### config.mk
export PLATFORM = sky130hd
export DESIGN_NAME = dlink_hdlc_rx
export DESIGN_NICKNAME = d
export VERILOG_FILES = /design/src/rtl/dlrx_pkg.sv /design/src/rtl/dlrx_flagdet.sv /design/src/rtl/dlrx_crc.sv /design/src/rtl/dlrx_fifo.sv /design/src/rtl/dlink_hdlc_rx.sv
export SDC_FILE = /design/constraint.sdc
export NUM_CORES = 1
export LEC_CHECK = 0
export BUFFER_PORTS_ARGS = -buffer_cell sky130_fd_sc_hd__buf_2
export CAP_MARGIN = 10
export CORE_ASPECT_RATIO = 1.4
export CORE_UTILIZATION = 45
export DETAILED_ROUTE_END_ITERATION = 12
export GPL_TIMING_DRIVEN = 0
export REMOVE_ABC_BUFFERS = 1
export SETUP_SLACK_MARGIN = 0.4
export SYNTH_ARGS = -nofsm -noshare
export SYNTH_HDL_FRONTEND = slang
export SYNTH_HIERARCHICAL = 1
export SYNTH_SLANG_ARGS = --single-unit
### constraint.sdc
create_clock -name clk -period 16.4 [get_ports clk]
set_clock_uncertainty 0.2 [all_clocks]
set_input_delay 3.28 -clock clk [delete_from_list [all_inputs] [get_ports clk]]
set_output_delay 3.28 -clock clk [all_outputs]
set_load 0.02 [all_outputs]
### src/rtl/dlrx_pkg.sv
package dlrx_pkg;
   localparam int          BYTE_W     = 8;
   localparam int          CRC_W      = 16;
   localparam int          FCS_BYTES  = CRC_W / BYTE_W;
   localparam logic [15:0] CRC_POLY_R = 16'h8408;
   localparam logic [15:0] CRC_PRESET = 16'hFFFF;
   localparam logic [15:0] CRC_GOOD   = 16'hF0B8;

   typedef struct packed {
      logic [3:0] spare;
      logic       ovf;
      logic       nonint;
      logic       abrt;
      logic       fcs_err;
   } rx_stat_t;
endpackage

### src/rtl/dlrx_flagdet.sv
module dlrx_flagdet #(
   parameter int LAG = 7
) (
   input  logic clk,
   input  logic rst_n,
   input  logic clr,
   input  logic bit_en,
   input  logic bit_in,
   output logic ev_flag,
   output logic ev_abort,
   output logic dat_vld,
   output logic dat
);
   localparam int LW = $clog2(LAG + 1);
   localparam logic [LW-1:0] LFULL = LW'(LAG);

   if (LAG != 7) begin : g_bad_lag
      $error("flag detector lag must equal flag length minus one");
   end

   logic [2:0]     ones_q;
   logic [LAG-1:0] line_q;
   logic [LW-1:0]  fill_q;
   logic           stuff, push;

   always_comb begin
      ev_flag  = !clr && bit_en && !bit_in && (ones_q == 3'd6);
      ev_abort = !clr && bit_en &&  bit_in && (ones_q == 3'd6);
      stuff    = bit_en && !bit_in && (ones_q == 3'd5);
      push     = !clr && bit_en && !ev_flag && !stuff && !(bit_in && ones_q >= 3'd6);
      dat_vld  = push && (fill_q == LFULL);
      dat      = line_q[0];
   end

   always_ff @(posedge clk or negedge rst_n) begin
      if (!rst_n) begin
         ones_q <= '0;
         line_q <= '0;
         fill_q <= '0;
      end else if (clr) begin
         ones_q <= '0;
         fill_q <= '0;
      end else if (bit_en) begin
         ones_q <= bit_in ? ((ones_q == 3'd7) ? 3'd7 : ones_q + 3'd1) : 3'd0;
         if (ev_flag || ev_abort) begin
            fill_q <= '0;
         end else if (push) begin
            line_q <= {bit_in, line_q[LAG-1:1]};
            if (fill_q != LFULL) fill_q <= fill_q + 1'b1;
         end
      end
   end
endmodule

### src/rtl/dlrx_crc.sv
module dlrx_crc #(
   parameter int               W      = 16,
   parameter logic [W-1:0]     POLY   = 16'h8408,
   parameter logic [W-1:0]     PRESET = 16'hFFFF
) (
   input  logic         clk,
   input  logic         rst_n,
   input  logic         init,
   input  logic         vld,
   input  logic         din,
   output logic [W-1:0] crc
);
   logic [W-1:0] nxt;
   logic         fb;

   assign fb = crc[0] ^ din;

   for (genvar i = 0; i < W; i++) begin : g_bit
      if (i == W - 1) begin : g_top
         assign nxt[i] = fb & POLY[i];
      end else begin : g_low
         assign nxt[i] = crc[i+1] ^ (fb & POLY[i]);
      end
   end

   always_ff @(posedge clk or negedge rst_n) begin
      if (!rst_n)    crc <= PRESET;
      else if (init) crc <= PRESET;
      else if (vld)  crc <= nxt;
   end
endmodule

### src/rtl/dlrx_fifo.sv
module dlrx_fifo #(
   parameter int W     = 8,
   parameter int DEPTH = 64
) (
   input  logic                   clk,
   input  logic                   rst_n,
   input  logic                   wr_en,
   input  logic [W-1:0]           wr_data,
   input  logic                   rd_en,
   output logic [W-1:0]           rd_data,
   output logic                   empty,
   output logic                   full,
   output logic [$clog2(DEPTH):0] count
);
   localparam int AW = $clog2(DEPTH);

   if (DEPTH < 4 || (DEPTH & (DEPTH - 1)) != 0) begin : g_bad_depth
      $error("FIFO depth must be a power of two of at least 4");
   end

   logic [W-1:0] mem [DEPTH];
   logic [AW:0]  wp, rp;
   logic         wr_ok, rd_ok;

   assign empty   = (wp == rp);
   assign full    = (wp[AW] != rp[AW]) && (wp[AW-1:0] == rp[AW-1:0]);
   assign wr_ok   = wr_en && !full;
   assign rd_ok   = rd_en && !empty;
   assign rd_data = mem[rp[AW-1:0]];

   always_ff @(posedge clk) begin
      if (wr_ok) mem[wp[AW-1:0]] <= wr_data;
   end

   always_ff @(posedge clk or negedge rst_n) begin
      if (!rst_n) begin
         wp    <= '0;
         rp    <= '0;
         count <= '0;
      end else begin
         if (wr_ok) wp <= wp + 1'b1;
         if (rd_ok) rp <= rp + 1'b1;
         count <= count + (AW+1)'(wr_ok) - (AW+1)'(rd_ok);
      end
   end
endmodule

### src/rtl/dlink_hdlc_rx.sv
module dlink_hdlc_rx
   import dlrx_pkg::*;
#(
   parameter int FIFO_DEPTH = 64
) (
   input  logic                        clk,
   input  logic                        rst_n,
   input  logic                        rx_en,
   input  logic                        prm_mode,
   input  logic                        lof,
   input  logic                        bit_en,
   input  logic                        bit_in,
   input  logic                        rd_en,
   output logic [BYTE_W-1:0]           rd_data,
   output logic                        fifo_empty,
   output logic                        fifo_full,
   output logic [$clog2(FIFO_DEPTH):0] fifo_count
);
   localparam int BCW = $clog2(BYTE_W);
   localparam int HCW = $clog2(FCS_BYTES + 1);
   localparam logic [BCW-1:0] LAST_BIT = BCW'(BYTE_W - 1);
   localparam logic [HCW-1:0] HOLD_MAX = HCW'(FCS_BYTES);

   logic              clr, ev_flag, ev_abort, dat_vld, dat;
   logic [CRC_W-1:0]  crc;
   logic              in_frame_q, has_data_q, ovf_q;
   logic [BCW-1:0]    bcnt_q;
   logic [BYTE_W-1:0] shreg_q, byte_val;
   logic [BYTE_W-1:0] hold_q [FCS_BYTES];
   logic [HCW-1:0]    hcnt_q;
   logic              fin_ok, fin_abt, byte_done, wr_en;
   logic [BYTE_W-1:0] wr_data;
   rx_stat_t          stat;

   assign clr = !rx_en || lof;

   dlrx_flagdet #(.LAG(7)) u_det (
      .clk(clk), .rst_n(rst_n), .clr(clr), .bit_en(bit_en), .bit_in(bit_in),
      .ev_flag(ev_flag), .ev_abort(ev_abort), .dat_vld(dat_vld), .dat(dat)
   );

   dlrx_crc #(.W(CRC_W), .POLY(CRC_POLY_R), .PRESET(CRC_PRESET)) u_crc (
      .clk(clk), .rst_n(rst_n), .init(clr || ev_flag || ev_abort),
      .vld(dat_vld && in_frame_q), .din(dat), .crc(crc)
   );

   always_comb begin
      fin_ok    = !clr && ev_flag && in_frame_q && has_data_q;
      fin_abt   = rx_en && in_frame_q && has_data_q && (lof || ev_abort);
      byte_done = !clr && in_frame_q && dat_vld && (bcnt_q == LAST_BIT);
      byte_val  = {dat, shreg_q[BYTE_W-1:1]};
      stat         = '0;
      stat.fcs_err = fin_ok && (crc != CRC_GOOD);
      stat.nonint  = fin_ok && (bcnt_q != '0);
      stat.abrt    = fin_abt;
      stat.ovf     = ovf_q;
      wr_en   = 1'b0;
      wr_data = '0;
      if (fin_ok || fin_abt) begin
         wr_en   = 1'b1;
         wr_data = stat;
      end else if (byte_done) begin
         if (prm_mode) begin
            wr_en   = 1'b1;
            wr_data = byte_val;
         end else if (hcnt_q == HOLD_MAX) begin
            wr_en   = 1'b1;
            wr_data = hold_q[FCS_BYTES-1];
         end
      end
   end

   always_ff @(posedge clk or negedge rst_n) begin
      if (!rst_n) begin
         in_frame_q <= 1'b0;
         has_data_q <= 1'b0;
         bcnt_q     <= '0;
         shreg_q    <= '0;
         hcnt_q     <= '0;
         ovf_q      <= 1'b0;
         for (int i = 0; i < FCS_BYTES; i++) hold_q[i] <= '0;
      end else begin
         if (wr_en && fifo_full)      ovf_q <= 1'b1;
         else if (fin_ok || fin_abt)  ovf_q <= 1'b0;

         if (clr || ev_abort) begin
            in_frame_q <= 1'b0;
            has_data_q <= 1'b0;
            bcnt_q     <= '0;
            hcnt_q     <= '0;
         end else if (ev_flag) begin
            in_frame_q <= 1'b1;
            has_data_q <= 1'b0;
            bcnt_q     <= '0;
            hcnt_q     <= '0;
         end else if (dat_vld && in_frame_q) begin
            has_data_q <= 1'b1;
            shreg_q    <= byte_val;
            bcnt_q     <= bcnt_q + 1'b1;
            if (byte_done && !prm_mode) begin
               hold_q[0] <= byte_val;
               for (int i = 1; i < FCS_BYTES; i++) hold_q[i] <= hold_q[i-1];
               if (hcnt_q != HOLD_MAX) hcnt_q <= hcnt_q + 1'b1;
            end
         end
      end
   end

   dlrx_fifo #(.W(BYTE_W), .DEPTH(FIFO_DEPTH)) u_fifo (
      .clk(clk), .rst_n(rst_n), .wr_en(wr_en), .wr_data(wr_data),
      .rd_en(rd_en), .rd_data(rd_data), .empty(fifo_empty),
      .full(fifo_full), .count(fifo_count)
   );
endmodule

==> flow_summary_export.csv, run 1 <==
group,metric,value,unit
global_routing,gr-total-overflow,0,
global_routing,globalRouteMet2Util,34.37,%
cells_and_area,ff_latch_area,17430,um^2
synth,synth_edf_count,512,
place,pre_cts_ws,8.435,ns
setup_path,crit_type,"in -> reg",
place,dp.cells,1994,
setup_path,critPathMaxStageDelay,0.83,ns
setup_path,arrival,7.39,ns
synth,synth_top_flop_cell,"edfxtp_1",
place,port_buffers,24,
pwr,power_frac_seq,55.7,%
die,die_w,198.2,um
timing,timing.final.crit_period,7.369,ns
timing,hold_slack,0.2952,ns
clock_network,cts_buffer_depth,3,
setup_path,crit_path_start_kind,"input pin",
detailed_routing,vias,11930,
synth,netlist_area,24260,um^2
setup_path,cpMaxStageDelayCell,"or4_1",
synth,yosysTopAreaCell,"edfxtp_1",
place,place.gp.congestion,0.7861,
timing,hold_viol_final,0,
synth,synth.distinct_cells,74,
setup_path,worst_ep_required_time,16.43,ns
pwr,leakagePower,7.310,nW
place,hpwl,32550,um
pwr,clockPowerShare,43.4,%
setup_path,r2r_cells,11,
die,num_rows,100,
synth,yosys_warnings,6,
min_path,worstHoldPathType,"reg -> reg",
synth,synth_top_cell_area_share,63.37,%
timing,finalSetupTns,0,ns
setup_path,r2r_start,"u_det/ones_q[1]$_DFFE_PN0P_",
setup_path,rrSetupSlack,11.58,ns
timing,slew-limit-headroom,26.84,%
global_routing,grt_busiest_layer,"met2",
synth,ys_seq_area_share,71.80,%
pwr,power_density,107.7,nW/um^2
detailed_routing,vias_per_cell,5.681,
setup_path,cp_top_family,"simple AND/OR/NAND/NOR gates",
setup_path,critPathBufInv,3,
global_routing,gr-usage-all-layers,19.36,%
die,dieArea,54860,um^2
setup_path,path_cells,"buf_2 > and2b_4 > inv_1 > nand2b_1 > a211oi_1 > nand2_4 > clkinv_4 > nand3_4 > o21ai_0 > nand2_1 > or4_1 > nor2_1",
cells_and_area,nNetsFinal,1365,
setup_path,reg2reg_to,"u_fifo/mem[33][2]$_DFFE_PP_",
die,die_h,276.7,um
detailed_routing,dr.pass1.iters,5,
synth,avgSynthCellArea,18.51,um^2
min_path,hold_depth,1,
global_routing,antenna_found_initial,0,
timing,setup_slack,9.031,ns
setup_path,cp-end-kind,"flop",
clock_network,clk_pin_slew,0.07,ns
clock_network,postCtsSetupBuffers,0,
cells_and_area,drive_above_1_share,23.30,%
synth,synth_seq_cells,593,
clock_network,clk_latency,0.61,ns
timing,grt_setup_unrepaired,"no",
cells_and_area,area_growth,11.94,%
clock_network,cts_num_sinks,593,
pwr,peakVddDrop,0.08102,mV
pwr,p_switching,0.0005752,W
clock_network,htreeDepth,2,
die,pin_count,25,
pwr,p_sw_share,19.66,%
detailed_routing,ant_nets,0,
die,start_util,45.63,%
pwr,combinationalPowerShare,0.9,%
timing,setup_viol,0,
flow_run,drv_cap,0,
global_routing,use_met1,23.71,%
die,core_area,53180,um^2
synth,ys_async_sr_fraction,13.66,%
timing,tightest_slew,1.097,ns
synth,synth.area.top_cells,"edfxtp_1 63%, mux4_2 10%, dfrtp_1 6.7%",
outcome,outcome,"completed",
cells_and_area,stdcell_count,2100,
global_routing,met3_usage,3.118,%
min_path,hold_end,"u_fifo/rp[6]$_DFFE_PN0P_",
global_routing,grt_max_degree,57,
detailed_routing,routedWlPerCell,24.51,um
clock_network,cts_root_buf,"clkbuf_16",
synth,synth_top_cells_by_count,"512 x edfxtp_1, 109 x mux4_2, 93 x nor2_1",
detailed_routing,finalWirelength,51480,um
timing,slew_viol_final,0,
cells_and_area,multiInputGateArea,6364,um^2
clock_network,cts_buffers,56,
pwr,p_int,0.002350,W
synth,syn_inst,1311,
timing,fmax,0.1357,GHz
clock_network,cts_tree,"yes",
place,dpl_cell_area,25360,um^2
global_routing,grt_pass1_wl,77460,um
synth,synth_most_common_cell,"edfxtp_1",
min_path,min-delay-start,"u_fifo/rp[6]$_DFFE_PN0P_",
clock_network,ctsHoldBuffers,0,
global_routing,grt_pass1_vias,12280,
clock_network,ctsResizeCount,0,
cells_and_area,fillCellCount,4311,
detailed_routing,drcViolationCount,0,
cells_and_area,diodes,0,
setup_path,path_max_fanout,38,
timing,finalCritPeriodShare,44.93,%
detailed_routing,drt-initial-drc-count,777,
cells_and_area,stdcell_area,27160,um^2
[registers in the layout (all words and copies together) (netlist names)]
| signal | flops |
|---|---|
| u_fifo/wp | 7 |
| bcnt_q | 3 |
| u_fifo/count | 7 |
| in_frame_q | 1 |
| shreg_q | 7 |
| u_det/line_q | 7 |
| u_det/fill_q | 3 |
| u_det/ones_q | 3 |
| u_fifo/rp | 7 |
| ovf_q | 1 |
| u_crc/crc | 16 |
| hcnt_q | 2 |
| u_fifo/mem | 512 |
| has_data_q | 1 |
| hold_q | 16 |
[kinds of logic (layout without fill, tap and decap cells)]
kind of cell	after synthesis	after routing	synth area share [%]
AO/OA/AOI/OAI	132	132	4.017
buffers and inverters	101	176	2.346
AND/OR/NAND/NOR	230	230	4.755
XOR/XNOR	29	29	1.171
multiplexers	207	207	14.90
adder cells (fa/ha/maj)	19	19	1.011
flip-flops	593	593	71.80
[cells in the final DEF, fill, tap and decap left out, types with 23 or more instances in the layout]
cell and instances:
inv_1 25, mux2_2 35, edfxtp_1 512, mux2i_1 54
mux4_2 109, o21ai_0 24, nor2_1 89, clkbuf_16 57
dfrtp_1 61, buf_2 23, nor2b_1 25, nand2_1 43
[through the flow]
stage	util (%)	power, W
after floorplan	-	0.001676
after global placement	46.66	0.001686
after detailed placement	47.68	0.001689
after CTS	51.08	0.002956
after global routing	51.08	0.003010
final	51.08	0.002925
[layer usage]
metal	vias up	share of wire [%]	wire length (um)
met5	-	0	0
met4	0	3.0	1529
met3	97	4.6	2359
met2	294	53	27490
met1	6263	39	20100
li1	5277	-	-
[layout make-up]
class,instances,area share [%]
multi-input cells,617,23.43
inverters,26,0.3777
well taps,714,3.289
flip-flops and latches,593,64.19
clock buffers,67,5.463
clock inverters,39,1.179
repair buffers,44,2.073
[power by group through the flow]
stage	clock network (W)	registers (W)	logic [W]
2_1_floorplan	0	0.00166	0.0000168
3_3_place_gp	0	0.00166	0.0000241
3_5_place_dp	0	0.00166	0.0000267
4_1_cts	0.00130	0.00163	0.0000268
5_1_grt	0.00135	0.00163	0.0000292
6_report	0.00127	0.00163	0.0000261
[how the worst max path moves through the flow]
stage	start	slack, ns	cells after the start	to
after global routing	lof	8.67	22	u_fifo/count[6]$_DFF_PN0_
after detailed placement	lof	8.44	22	u_fifo/count[6]$_DFF_PN0_
after global placement	u_fifo/rp[0]$_DFFE_PN0P_	2.88	6	rd_data[7]
after floorplan	u_fifo/rp[0]$_DFFE_PN0P_	5.85	4	rd_data[6]
after CTS	u_fifo/rp[0]$_DFFE_PN0P_	9.03	8	rd_data[7]
final	lof	9.03	12	u_fifo/mem[33][2]$_DFFE_PP_
(Power assumes the default switching activity.)
==> run 2, diff against run 1 <==
--- a/config.mk
+++ b/config.mk
@@ -5,6 +5,7 @@
 export SDC_FILE = /design/constraint.sdc
 export NUM_CORES = 1
 export LEC_CHECK = 0
+export ABC_AREA = 1
 export BUFFER_PORTS_ARGS = -buffer_cell sky130_fd_sc_hd__buf_2
 export CAP_MARGIN = 10
 export CORE_ASPECT_RATIO = 1.4
==> constraint.sdc (replaced) <==
create_clock -name clk -period 5.9 [get_ports clk]
set_clock_uncertainty 0.2 [all_clocks]
set_input_delay 1.18 -clock clk [delete_from_list [all_inputs] [get_ports clk]]
set_output_delay 1.18 -clock clk [all_outputs]
set_load 0.02 [all_outputs]
==> flow_summary_export.csv, run 2 <==
group,metric,value,unit
outcome,outcome,"completed",
cells_and_area,final_cell_mix,"807 x nand2_1, 512 x edfxtp_1, 298 x inv_1",
timing,finalCritPeriodShare,87.72,%
die,die_w,206.0,um
setup_path,crit_path_start_kind,"flop",
synth,yosys_warnings,6,
timing,slew_viol_final,0,
synth,synth_most_common_cell,"nand2_1",
detailed_routing,finalWirelength,62810,um
global_routing,gr-usage-all-layers,21.35,%
detailed_routing,vias,17500,
synth,netlist_area,26220,um^2
die,pin_count,25,
die,dieArea,59250,um^2
clock_network,ctsHoldBuffers,0,
clock_network,clk_pin_slew,0.06,ns
detailed_routing,routedWlPerCell,18.65,um
global_routing,gr-total-overflow,0,
detailed_routing,dr.pass1.iters,5,
synth,synth_top_cells_by_count,"810 x nand2_1, 512 x edfxtp_1, 298 x inv_1",
synth,synth_top_flop_cell,"edfxtp_1",
die,start_util,45.59,%
pwr,p_sw_share,35.59,%
cells_and_area,fillCellCount,5191,
synth,synth_seq_cells,593,
cells_and_area,mostFrequentLayoutCell,"nand2_1",
clock_network,cts_num_sinks,593,
cells_and_area,largest_reg_flops,512,
die,core_area,57520,um^2
global_routing,grt_pass1_wl,96030,um
setup_path,path_max_fanout,100,
timing,setup_slack,0.7247,ns
setup_path,reg2reg_to,"u_fifo/count[6]$_DFF_PN0_",
synth,ys_seq_area_share,66.45,%
setup_path,cp-end-kind,"primary output",
timing,slew-limit-headroom,20.66,%
synth,avgSynthCellArea,10.08,um^2
pwr,power_frac_seq,39.9,%
pwr,clockPowerShare,29.3,%
cells_and_area,area_growth,10.19,%
die,die_h,287.6,um
clock_network,cts_root_buf,"clkbuf_16",
timing,fmax,0.1932,GHz
min_path,hold_end,"hold_q[15]$_DFFE_PN0P_",
clock_network,cts_tree,"yes",
detailed_routing,vias_per_cell,5.196,
timing,hold_viol_final,0,
setup_path,rrSetupSlack,1.01,ns
clock_network,cts_buffer_depth,3,
timing,setup_viol,0,
die,num_rows,104,
pwr,total_power,0.01177,W
synth,synth.area.top_cells,"edfxtp_1 59%, nand2_1 12%, dfrtp_1 6.2%",
setup_path,r2r_cells,20,
timing,timing.final.crit_period,5.175,ns
pwr,combinationalPowerShare,30.8,%
synth,synth.distinct_cells,41,
min_path,worstHoldPathType,"reg -> reg",
detailed_routing,drcViolationCount,0,
synth,synth_top_cell_area_share,58.64,%
min_path,min-delay-start,"hold_q[15]$_DFFE_PN0P_",
place,dpl_cell_area,27140,um^2
clock_network,postCtsSetupBuffers,0,
clock_network,cts_buffers,54,
timing,finalSetupTns,0,ns
place,pre_cts_ws,0.4314,ns
timing,tightest_slew,1.181,ns
clock_network,ctsResizeCount,0,
global_routing,grt_max_degree,158,
pwr,power_density,407.5,nW/um^2
place,port_buffers,24,
pwr,p_int,0.007582,W
pwr,leakagePower,11.74,nW
cells_and_area,nNetsFinal,2610,
flow_run,drv_cap,0,
setup_path,r2r_start,"u_fifo/rp[0]$_DFFE_PN0P_",
place,hpwl,36750,um
synth,syn_inst,2600,
pwr,p_switching,0.004190,W
detailed_routing,drt-initial-drc-count,1380,
cells_and_area,drive_above_1_share,7.390,%
detailed_routing,ant_nets,0,
cells_and_area,stdcell_area,28890,um^2
timing,grt_setup_unrepaired,"no",
clock_network,htreeDepth,2,
synth,synth_edf_count,512,
pwr,peakVddDrop,0.3027,mV
global_routing,antenna_found_initial,2,
setup_path,crit_type,"reg -> out",
min_path,hold_depth,2,
place,place.gp.congestion,0.8501,
clock_network,clk_latency,0.58,ns
setup_path,arrival,3.80,ns
cells_and_area,diodes,0,
global_routing,grt_pass1_vias,17040,
synth,yosysTopAreaCell,"edfxtp_1",
setup_path,worst_ep_required_time,4.52,ns
setup_path,startpoint,"u_fifo/rp[0]$_DFFE_PN0P_",
synth,ys_async_sr_fraction,13.66,%
run 2: logic make-up (layout without fill, tap and decap cells):
kind of cell	after synthesis	in the layout	synth area share, %
AO/OA/AOI/OAI	154	154	3.350
AND/OR/NAND/NOR	1392	1392	21.90
flip-flops	593	593	66.45
adder cells (fa/ha/maj)	19	19	0.9354
XOR/XNOR	15	15	0.5011
buffers and inverters	427	452	6.867
run 2: cell type report:
type                       count  area, um^2  share of cell area, %
sequential                   593       17430                  60.33
multi-input combinational   1580        7061                  24.44
tap                          742       928.4                  3.213
clock inverter                29       272.8                 0.9441
inverter                     311        1182                  4.092
clock buffer                  69        1449                  5.015
timing repair buffer          43       568.0                  1.966
run 2: worst max path at each step:
stage                                   to  slack [ns]  cells after the start
6_report                        rd_data[2]        0.72                     12
5_1_grt                         rd_data[2]        0.57                     12
4_1_cts                         rd_data[1]        0.58                     14
3_5_place_dp   u_fifo/mem[54][7]$_DFFE_PP_        0.43                     16
3_3_place_gp     u_fifo/count[6]$_DFF_PN0_      -13.37                     18
2_1_floorplan    u_fifo/count[6]$_DFF_PN0_       -4.63                     18
run 2: critical path, stage by stage (launching register included):
cell       delay, ns
dfrtp_4         0.71
buf_16          0.32
inv_8           0.45
clkbuf_16       0.44
nand2_1         0.09
nand2_1         0.08
nand2_1         0.07
a21oi_1         0.18
nor2_1          0.05
nand2_1         0.09
nand3_1         0.15
nand2_1         0.17
buf_2           0.19
run 2: power groups by stage:
stage / sequential (W) / combinational [W] / clock (W)
after floorplan: 0.00499 / 0.00214 / 0
after global placement: 0.00515 / 0.00320 / 0
after detailed placement: 0.00478 / 0.00358 / 0
after CTS: 0.00470 / 0.00359 / 0.00351
after global routing: 0.00471 / 0.00401 / 0.00365
final: 0.00470 / 0.00363 / 0.00345
run 2: through the flow:
step	cells	utilization [%]	hold WS [ns]
floorplan	2484	-	0.2422
global placement	3250	46.32	0.2539
detailed placement	3268	47.20	0.2613
CTS	3366	50.19	0.2766
global route	3367	50.23	0.2981
finish	3367	50.23	0.2768
run 2: layer usage:
metal	global-route usage (%)	vias up	wire length [um]
met4	8.070	4	2204
met2	37.40	457	32200
met3	2.547	119	3298
met1	26.88	8492	25090
li1	-	8424	-
met5	0	-	22
